===== config.mk =====
export PLATFORM = sky130hd
export DESIGN_NAME = tap_stepsize_adapter
export DESIGN_NICKNAME = d
export VERILOG_FILES = /design/src/rtl/tsa_pkg.sv /design/src/rtl/tsa_grad.sv /design/src/rtl/tsa_store.sv /design/src/rtl/tsa_step.sv /design/src/rtl/tap_stepsize_adapter.sv
export SDC_FILE = /design/constraint.sdc
export NUM_CORES = 1
export LEC_CHECK = 0
export ABC_AREA = 1
export BUFFER_PORTS_ARGS = -buffer_cell sky130_fd_sc_hd__buf_2
export CELL_PAD_IN_SITES_DETAIL_PLACEMENT = 1
export CELL_PAD_IN_SITES_GLOBAL_PLACEMENT = 1
export CORE_UTILIZATION = 50
export DETAILED_ROUTE_END_ITERATION = 10
export PLACE_DENSITY = 0.92
export SYNTH_ARGS = -nofsm -noshare
export SYNTH_HDL_FRONTEND = slang
export SYNTH_HIERARCHICAL = 1
export SYNTH_SLANG_ARGS = --single-unit

===== constraint.sdc =====
create_clock -name clk -period 9.79 [get_ports clk]
set_input_delay 1.4685 -clock clk [delete_from_list [all_inputs] [get_ports clk]]
set_output_delay 1.4685 -clock clk [all_outputs]
set_load 0.05 [all_outputs]

===== src/rtl/tsa_pkg.sv =====
package tsa_pkg;

   localparam int STEP_SIGN    = 0;
   localparam int STEP_PRODUCT = 1;

   typedef enum logic [1:0] {
      SGN_ZERO = 2'b00,
      SGN_POS  = 2'b01,
      SGN_NEG  = 2'b11
   } sgn_e;

   // +1 when both signs are nonzero and equal, -1 when nonzero and opposite, else 0
   function automatic logic signed [1:0] sgn_agree(sgn_e a, sgn_e b);
      if (a == SGN_ZERO || b == SGN_ZERO) return 2'sd0;
      return (a == b) ? 2'sd1 : -2'sd1;
   endfunction

endpackage


===== src/rtl/tsa_grad.sv =====
module tsa_grad #(
   parameter int DW = 12,
   parameter int GW = 2 * DW
) (
   input  logic signed [DW-1:0] err_i,
   input  logic signed [DW-1:0] xdly_i,
   output logic signed [GW-1:0] grad_o,
   output tsa_pkg::sgn_e        sgn_o
);
   import tsa_pkg::*;

   always_comb begin
      grad_o = err_i * xdly_i;
      if (grad_o == '0)        sgn_o = SGN_ZERO;
      else if (grad_o[GW-1])   sgn_o = SGN_NEG;
      else                     sgn_o = SGN_POS;
   end

endmodule


===== src/rtl/tsa_store.sv =====
module tsa_store #(
   parameter int NTAPS   = 8,
   parameter int SW      = 16,
   parameter int GW      = 24,
   parameter int MODE    = 0,
   parameter int MU_INIT = 4096,
   parameter int IW      = $clog2(NTAPS)
) (
   input  logic                 clk,
   input  logic                 rst_n,
   input  logic                 wr_en,
   input  logic [IW-1:0]        idx_i,
   input  logic [SW-1:0]        mu_wr,
   input  tsa_pkg::sgn_e        sgn_wr,
   input  logic signed [GW-1:0] grad_wr,
   output logic [SW-1:0]        mu_rd,
   output tsa_pkg::sgn_e        sgn_rd,
   output logic signed [GW-1:0] grad_rd
);
   import tsa_pkg::*;

   logic [SW-1:0] mu_q  [NTAPS];
   sgn_e          sgn_q [NTAPS];

   always_ff @(posedge clk or negedge rst_n) begin
      if (!rst_n) begin
         for (int i = 0; i < NTAPS; i++) begin
            mu_q[i]  <= SW'(MU_INIT);
            sgn_q[i] <= SGN_ZERO;
         end
      end else if (wr_en) begin
         mu_q[idx_i]  <= mu_wr;
         sgn_q[idx_i] <= sgn_wr;
      end
   end

   assign mu_rd  = mu_q[idx_i];
   assign sgn_rd = sgn_q[idx_i];

   generate
      if (MODE == STEP_PRODUCT) begin : g_keep_grad
         logic signed [GW-1:0] grad_q [NTAPS];
         always_ff @(posedge clk or negedge rst_n) begin
            if (!rst_n) begin
               for (int i = 0; i < NTAPS; i++) grad_q[i] <= '0;
            end else if (wr_en) begin
               grad_q[idx_i] <= grad_wr;
            end
         end
         assign grad_rd = grad_q[idx_i];
      end else begin : g_sign_only
         logic unused_grad;
         assign unused_grad = ^grad_wr;
         assign grad_rd     = '0;
      end
   endgenerate

endmodule


===== src/rtl/tsa_step.sv =====
module tsa_step #(
   parameter int SW     = 16,
   parameter int GW     = 24,
   parameter int MODE   = 0,
   parameter int INC    = 64,
   parameter int PSHIFT = 10,
   parameter int MU_MIN = 256,
   parameter int MU_MAX = 16384
) (
   input  logic [SW-1:0]        mu_cur,
   input  tsa_pkg::sgn_e        sgn_cur,
   input  tsa_pkg::sgn_e        sgn_prev,
   input  logic signed [GW-1:0] grad_cur,
   input  logic signed [GW-1:0] grad_prev,
   output logic [SW-1:0]        mu_nxt
);
   import tsa_pkg::*;

   localparam int PW   = 2 * GW;
   localparam int SUMW = PW + 2;
   localparam logic signed [SUMW-1:0] LO   = SUMW'(MU_MIN);
   localparam logic signed [SUMW-1:0] HI   = SUMW'(MU_MAX);
   localparam logic signed [SUMW-1:0] INCV = SUMW'(INC);

   logic signed [SUMW-1:0] delta;
   logic signed [SUMW-1:0] total;

   generate
      if (MODE == STEP_PRODUCT) begin : g_product
         logic signed [PW-1:0] prod;
         logic signed [PW-1:0] scaled;
         logic                 unused_sgn;
         assign prod       = grad_cur * grad_prev;
         assign scaled     = prod >>> PSHIFT;
         assign delta      = {{(SUMW-PW){scaled[PW-1]}}, scaled};
         assign unused_sgn = ^{sgn_cur, sgn_prev};
      end else begin : g_sign
         logic signed [1:0] agree;
         logic              unused_grad;
         assign agree       = sgn_agree(sgn_cur, sgn_prev);
         assign delta       = (agree == 2'sd1)  ? INCV :
                              (agree == -2'sd1) ? -INCV : '0;
         assign unused_grad = ^{grad_cur, grad_prev};
      end
   endgenerate

   always_comb begin
      total = $signed({{(SUMW-SW){1'b0}}, mu_cur}) + delta;
      if (total < LO)      mu_nxt = SW'(MU_MIN);
      else if (total > HI) mu_nxt = SW'(MU_MAX);
      else                 mu_nxt = total[SW-1:0];
   end

endmodule


===== src/rtl/tap_stepsize_adapter.sv =====
module tap_stepsize_adapter #(
   parameter int NTAPS   = 8,
   parameter int DW      = 12,
   parameter int SW      = 16,
   parameter int MODE    = 0,
   parameter int INC     = 64,
   parameter int PSHIFT  = 10,
   parameter int MU_MIN  = 256,
   parameter int MU_MAX  = 16384,
   parameter int MU_INIT = 4096
) (
   input  logic                          clk,
   input  logic                          rst_n,
   input  logic                          upd_i,
   input  logic [$clog2(NTAPS)-1:0]      tap_i,
   input  logic signed [DW-1:0]          err_i,
   input  logic signed [DW-1:0]          xdly_i,
   output logic                          valid_o,
   output logic [$clog2(NTAPS)-1:0]      tap_o,
   output logic [SW-1:0]                 mu_o
);
   import tsa_pkg::*;

   localparam int IW = $clog2(NTAPS);
   localparam int GW = 2 * DW;

   generate
      if (NTAPS < 2 || (NTAPS & (NTAPS - 1)) != 0) begin : g_bad_ntaps
         $error("NTAPS must be a power of two, at least 2");
      end
      if (MODE != STEP_SIGN && MODE != STEP_PRODUCT) begin : g_bad_mode
         $error("MODE must select sign or product adaptation");
      end
      if (MU_MIN > MU_INIT || MU_INIT > MU_MAX || (MU_MAX >> SW) != 0) begin : g_bad_bounds
         $error("step-size bounds must satisfy MIN <= INIT <= MAX < 2**SW");
      end
      if (INC <= 0 || PSHIFT < 0) begin : g_bad_inc
         $error("INC must be positive and PSHIFT non-negative");
      end
   endgenerate

   logic signed [GW-1:0] grad_cur, grad_prev;
   sgn_e                 sgn_cur, sgn_prev;
   logic [SW-1:0]        mu_cur, mu_nxt;

   tsa_grad #(.DW(DW), .GW(GW)) u_grad (
      .err_i  (err_i),
      .xdly_i (xdly_i),
      .grad_o (grad_cur),
      .sgn_o  (sgn_cur)
   );

   tsa_store #(
      .NTAPS(NTAPS), .SW(SW), .GW(GW), .MODE(MODE), .MU_INIT(MU_INIT), .IW(IW)
   ) u_store (
      .clk     (clk),
      .rst_n   (rst_n),
      .wr_en   (upd_i),
      .idx_i   (tap_i),
      .mu_wr   (mu_nxt),
      .sgn_wr  (sgn_cur),
      .grad_wr (grad_cur),
      .mu_rd   (mu_cur),
      .sgn_rd  (sgn_prev),
      .grad_rd (grad_prev)
   );

   tsa_step #(
      .SW(SW), .GW(GW), .MODE(MODE), .INC(INC), .PSHIFT(PSHIFT),
      .MU_MIN(MU_MIN), .MU_MAX(MU_MAX)
   ) u_step (
      .mu_cur    (mu_cur),
      .sgn_cur   (sgn_cur),
      .sgn_prev  (sgn_prev),
      .grad_cur  (grad_cur),
      .grad_prev (grad_prev),
      .mu_nxt    (mu_nxt)
   );

   always_ff @(posedge clk or negedge rst_n) begin
      if (!rst_n) begin
         valid_o <= 1'b0;
         tap_o   <= '0;
         mu_o    <= '0;
      end else begin
         valid_o <= upd_i;
         if (upd_i) begin
            tap_o <= tap_i;
            mu_o  <= mu_nxt;
         end
      end
   end

endmodule


==> flow_summary.yaml, run 1 <==
status:
  status: "complete, but fails checks"
  violations: "setup timing"
timing:
  max_clock_freq_ghz: 0.0915
  timing.setup.tns_ps: -127240
  layout_setup_ws_ps: -1140
  worst_slew_pin_slew_ps: 1150
  slew_violations: 0
  slew_headroom_pct: 23.1
  fin_crit_sh_pct: 112
  min_period_ps: 10930
  finalHoldWorstSlack_ps: 485
  setup_viol: 135
  clock_skew_ps: 24.8
  hold_viol: 0
floorplanning:
  coreArea_um2: 28900
  die_h_um: 174
  die-width_um: 174
  rows: 62
  floorplan.initialDensity_pct: 51.3
  io_pins: 50
  die-area_um2: 30400
logic_synthesis:
  syn_inst: 2047
  ys.warnings.count: 6
  syn_nets: 2279
  synth.avg_cell_area_um2: 7.26
  synthesis.area_um2: 14900
placed_design:
  io_buffers: 49
  pre_cts_ws_ps: -645
  place.detailed.hpwl_um: 36300
  place_congestion: 0.946
cts:
  cts.sinks: 164
  h-tree-depth: 4
  clock_path_buffers: 2
  cts_root_buf: "clkbuf_16"
  cts_tree: "yes"
  clock_latency_ps: 480
  cts_buffers: 17
  hold_buffers: 0
  path_clk_slew_ps: 90
run:
  drv_cap: 0
detailed_routing:
  drt-vias-per-instance: 6.67
  wl_per_cell_um: 30.4
  wl_um: 77200
  vias: 17000
  ant_nets: 0
  drcViolationCount: 0
  drt_pass1_iterations: 6
  first_iter_violations: 2542
global_routing:
  antenna_found_initial: 3
  grt-ovfl-total: 0
  grt_pass1_wl_um: 91900
  track_usage_pct: 39.3
  grt_max_degree: 86
  grt_pass1_vias: 16900
min_path:
  worstHoldPathCells: 2
  hp-start: "mu_o[3]"
  hold_path_class: "reg2reg"
  holdPathEnd: "mu_o[3]"
critical_path:
  crit_slowest_cell: "fa_2"
  cp_top_family: "adder cells"
  crit_arrival_ps: 11240
  path_max_fanout: 14
  ff2ff_setup_slack_ps: 4390
  end_kind: "flip-flop"
  crit_path_max_incr_delay_ps: 750
  critPathBufInv: 12
  cp-start-kind: "input pin"
  cp_data_required_time_ps: 10110
  r2r-start: "u_store/sgn_q[10]"
  path_common_cell: "nand2_1"
  rr_endpoint: "u_store/mu_q[112]"
  crit_type: "in2reg"
  rr_worst_depth: 32
final_layout:
  drive_above_1_share_pct: 21.5
  final_util_pct: 61.5
  nets: 2379
  area_growth_pct: 19.8
  final.fill_count: 3575
[final cells by class]
class | instances | area [um2] | area share (%)
multi-input cells | 1391 | 9710 | 54.5
clock inverters | 14 | 189 | 1.06
diodes | 1 | 2.50 | 0.0141
clock buffers | 17 | 425 | 2.39
inverters | 413 | 1560 | 8.77
well taps | 384 | 480 | 2.70
repair buffers | 160 | 1320 | 7.42
flip-flops and latches | 164 | 4110 | 23.1
[through the flow]
stage	std cells	instance area [um2]
global route	2543	17800
global placement	2480	15800
finish	2544	17800
CTS	2511	16500
detailed placement	2480	15800
floorplan	2047	14900
[what timing repair did]
action | in CTS | in global routing
gates resized for setup | 49 | 302
setup endpoints to repair | 133 | 135
pin swaps | 1 | 94
buffers inserted | 0 | 30
gates cloned | 0 | 2
endpoints found under the hold margin | 0 | 0
[placed cells by master, fill, tap and decap left out, types with 31 or more instances in the layout]
cell and count:
buf_4 98, dfrtp_1 156, fa_1 121, ha_1 39
inv_1 357, inv_2 53, nand2_1 732, nand2_2 50
nand3_1 66, nor2_1 31, o21ai_0 95, o21ai_1 41
[state kept, by name, indices dropped and copies added (netlist names)]
name           flops
u_store/sgn_q     16
mu_o              16
tap_o              3
valid_o            1
u_store/mu_q     128
[worst reg2reg max path, delay by kind of cell, from the launching register on]
family,cells,cell delay [ps]
AOI/OAI and AO/OA,2,530
adders and majority gates,2,580
DFF,1,400
and+or+nand+nor,23,2990
buffers and inverters,5,720
[per-layer routing]
metal | up-vias | GRT usage, % | routed length [um]
li1 | 6296 | - | -
met1 | 8180 | 44.8 | 25700
met2 | 1751 | 66.0 | 34200
met3 | 744 | 7.92 | 9260
met4 | 4 | 28.2 | 8050
met5 | - | 0 | 28
[worst max path at each step]
| stage | from | to | slack [ps] | depth (start not counted) |
|---|---|---|---|---|
| after floorplan | err_i[11] | u_store/mu_q[117] | 130 | 46 |
| after global placement | err_i[11] | u_store/mu_q[113] | -190 | 43 |
| after detailed placement | err_i[11] | u_store/mu_q[16] | -640 | 48 |
| after CTS | err_i[11] | u_store/mu_q[123] | -10 | 49 |
| after global routing | xdly_i[0] | u_store/mu_q[36] | -1210 | 49 |
| final | err_i[9] | u_store/mu_q[112] | -1140 | 48 |
Power of run 1 is left out: the tool's default activity adds up to more than one toggle a clock period on the data nets, which glitch-free logic cannot reach.
==> run 2, diff against run 1 <==
Settings changed: BUFFER_PORTS_ARGS -buffer_cell sky130_fd_sc_hd__buf_2 to unset, DONT_BUFFER_PORTS set to 1, PLACE_DENSITY 0.92 to 0.9.
==> flow_summary.yaml, run 2 (synthesis gave the netlist of run 1 again) <==
status:
  status: "complete, but fails checks"
  violations: "setup timing"
min_path:
  hold_path_class: "reg2reg"
  worstHoldPathCells: 2
  hp-start: "u_store/mu_q[44]"
  holdPathEnd: "u_store/mu_q[44]"
global_routing:
  antenna_found_initial: 1
  grt_pass1_vias: 15000
  grt-ovfl-total: 0
  track_usage_pct: 32.5
  grt_max_degree: 165
  grt_pass1_wl_um: 77800
floorplanning:
  die-area_um2: 30400
  die_h_um: 174
  die-width_um: 174
  io_pins: 50
  coreArea_um2: 28900
  rows: 62
  floorplan.initialDensity_pct: 51.3
critical_path:
  crit_type: "in2reg"
  end_kind: "flip-flop"
  r2r-start: "u_store/sgn_q[6]"
  path_max_fanout: 8
  rr_endpoint: "u_store/mu_q[6]"
  crit_path_max_incr_delay_ps: 610
  cp_data_required_time_ps: 10060
  rr_worst_depth: 29
  crit_arrival_ps: 10500
  cp-start-kind: "input pin"
  crit_slowest_cell: "fa_1"
  ff2ff_setup_slack_ps: 4820
  path_common_cell: "nand2_1"
timing:
  slew_headroom_pct: 26.0
  layout_setup_ws_ps: -435
  setup_viol: 135
  worst_slew_pin_slew_ps: 1110
  clock_skew_ps: 19.2
  slew_violations: 0
  fin_crit_sh_pct: 104
  max_clock_freq_ghz: 0.0978
  hold_viol: 0
  min_period_ps: 10220
detailed_routing:
  wl_per_cell_um: 23.7
  wl_um: 58200
  highest_layer: "met4"
  route.met2.wl_um: 28200
  drt_pass1_iterations: 7
  drcViolationCount: 0
  vias: 14900
  ant_nets: 0
  drt-vias-per-instance: 6.05
  routed-wl-met3_um: 4940
  first_iter_violations: 1526
  wl_met1_um: 21300
run:
  drv_cap: 0
final_layout:
  fin_area_um2: 16800
  layout_common_cells: "748 x nand2_1, 376 x inv_1, 156 x dfrtp_1, 130 x fa_1, 109 x o21ai_0"
  final.fill_count: 3609
  top_regs: "u_store/mu_q (128), mu_o (16), u_store/sgn_q (16)"
  top_register: "u_store/mu_q"
  drive_above_1_share_pct: 14.8
  final_util_pct: 58.0
  area_growth_pct: 13.0
  nets: 2290
  largest_register_ffs: 128
  final_common_cell: "nand2_1"
cts:
  hold_buffers: 0
  cts.sinks: 164
  cts_tree: "yes"
  path_clk_slew_ps: 70
  h-tree-depth: 4
  clock_path_buffers: 2
  clock_latency_ps: 440
  cts_root_buf: "clkbuf_16"
  cts_buffers: 17
placed_design:
  place_congestion: 0.936
  io_buffers: 0
  place.detailed.hpwl_um: 33600
  dpl_cell_area_um2: 15300
[run 2: critical path: cells and delay by family]
family	cells	cell delay, ps
AOI/OAI and AO/OA	2	330
adders and majority gates	8	3680
buffers and inverters	8	1240
and+or+nand+nor	28	3780
[run 2: cell type report]
class	count	area [um2]	area share [%]
flip-flops and latches	164	4110	24.5
inverters	413	1560	9.28
clock buffers	18	429	2.56
repair buffers	70	583	3.47
diodes	1	2.50	0.0149
clock inverters	14	211	1.26
multi-input cells	1392	9400	56.0
well taps	384	480	2.86
[run 2: how the worst max path moves through the flow]
stage               start           endpoint  slack [ps]  cells after the start
4_1_cts        xdly_i[11]   u_store/mu_q[37]         0.5                     51
5_1_grt         err_i[11]    u_store/mu_q[1]        -580                     53
2_1_floorplan   err_i[11]  u_store/mu_q[117]         130                     46
3_5_place_dp   xdly_i[11]   u_store/mu_q[37]        -510                     51
3_3_place_gp   xdly_i[11]  u_store/mu_q[100]          60                     47
6_report       xdly_i[11]    u_store/mu_q[6]        -430                     46
[run 2: what timing repair did]
| item | 4_1_cts | 5_1_grt |
|---|---|---|
| pin swaps | 1 | 68 |
| buffers inserted | 0 | 19 |
| gates resized for setup | 10 | 197 |
| gates cloned | 0 | 1 |
| setup endpoints to repair | 124 | 134 |
[run 2: per-layer routing]
metal  global-route usage [%]  vias up
met5                        0        -
met1                     41.0     7453
met2                     55.8      968
met3                     4.68      328
li1                         -     6112
met4                     13.6        0
[run 2: through the flow]
stage / TNS (ps) / hold slack (ps) / instances / worst slack (ps)
final: -41900 / 481 / 2456 / -435
after global routing: -61690 / 503 / 2455 / -583
after CTS: 0 / 479 / 2435 / 0.498
after detailed placement: -46270 / 469 / 2403 / -505
after global placement: 0 / 463 / 2403 / 59.8
after floorplan: 0 / 453 / 2047 / 134
Power of run 2 is left out for the same reason.
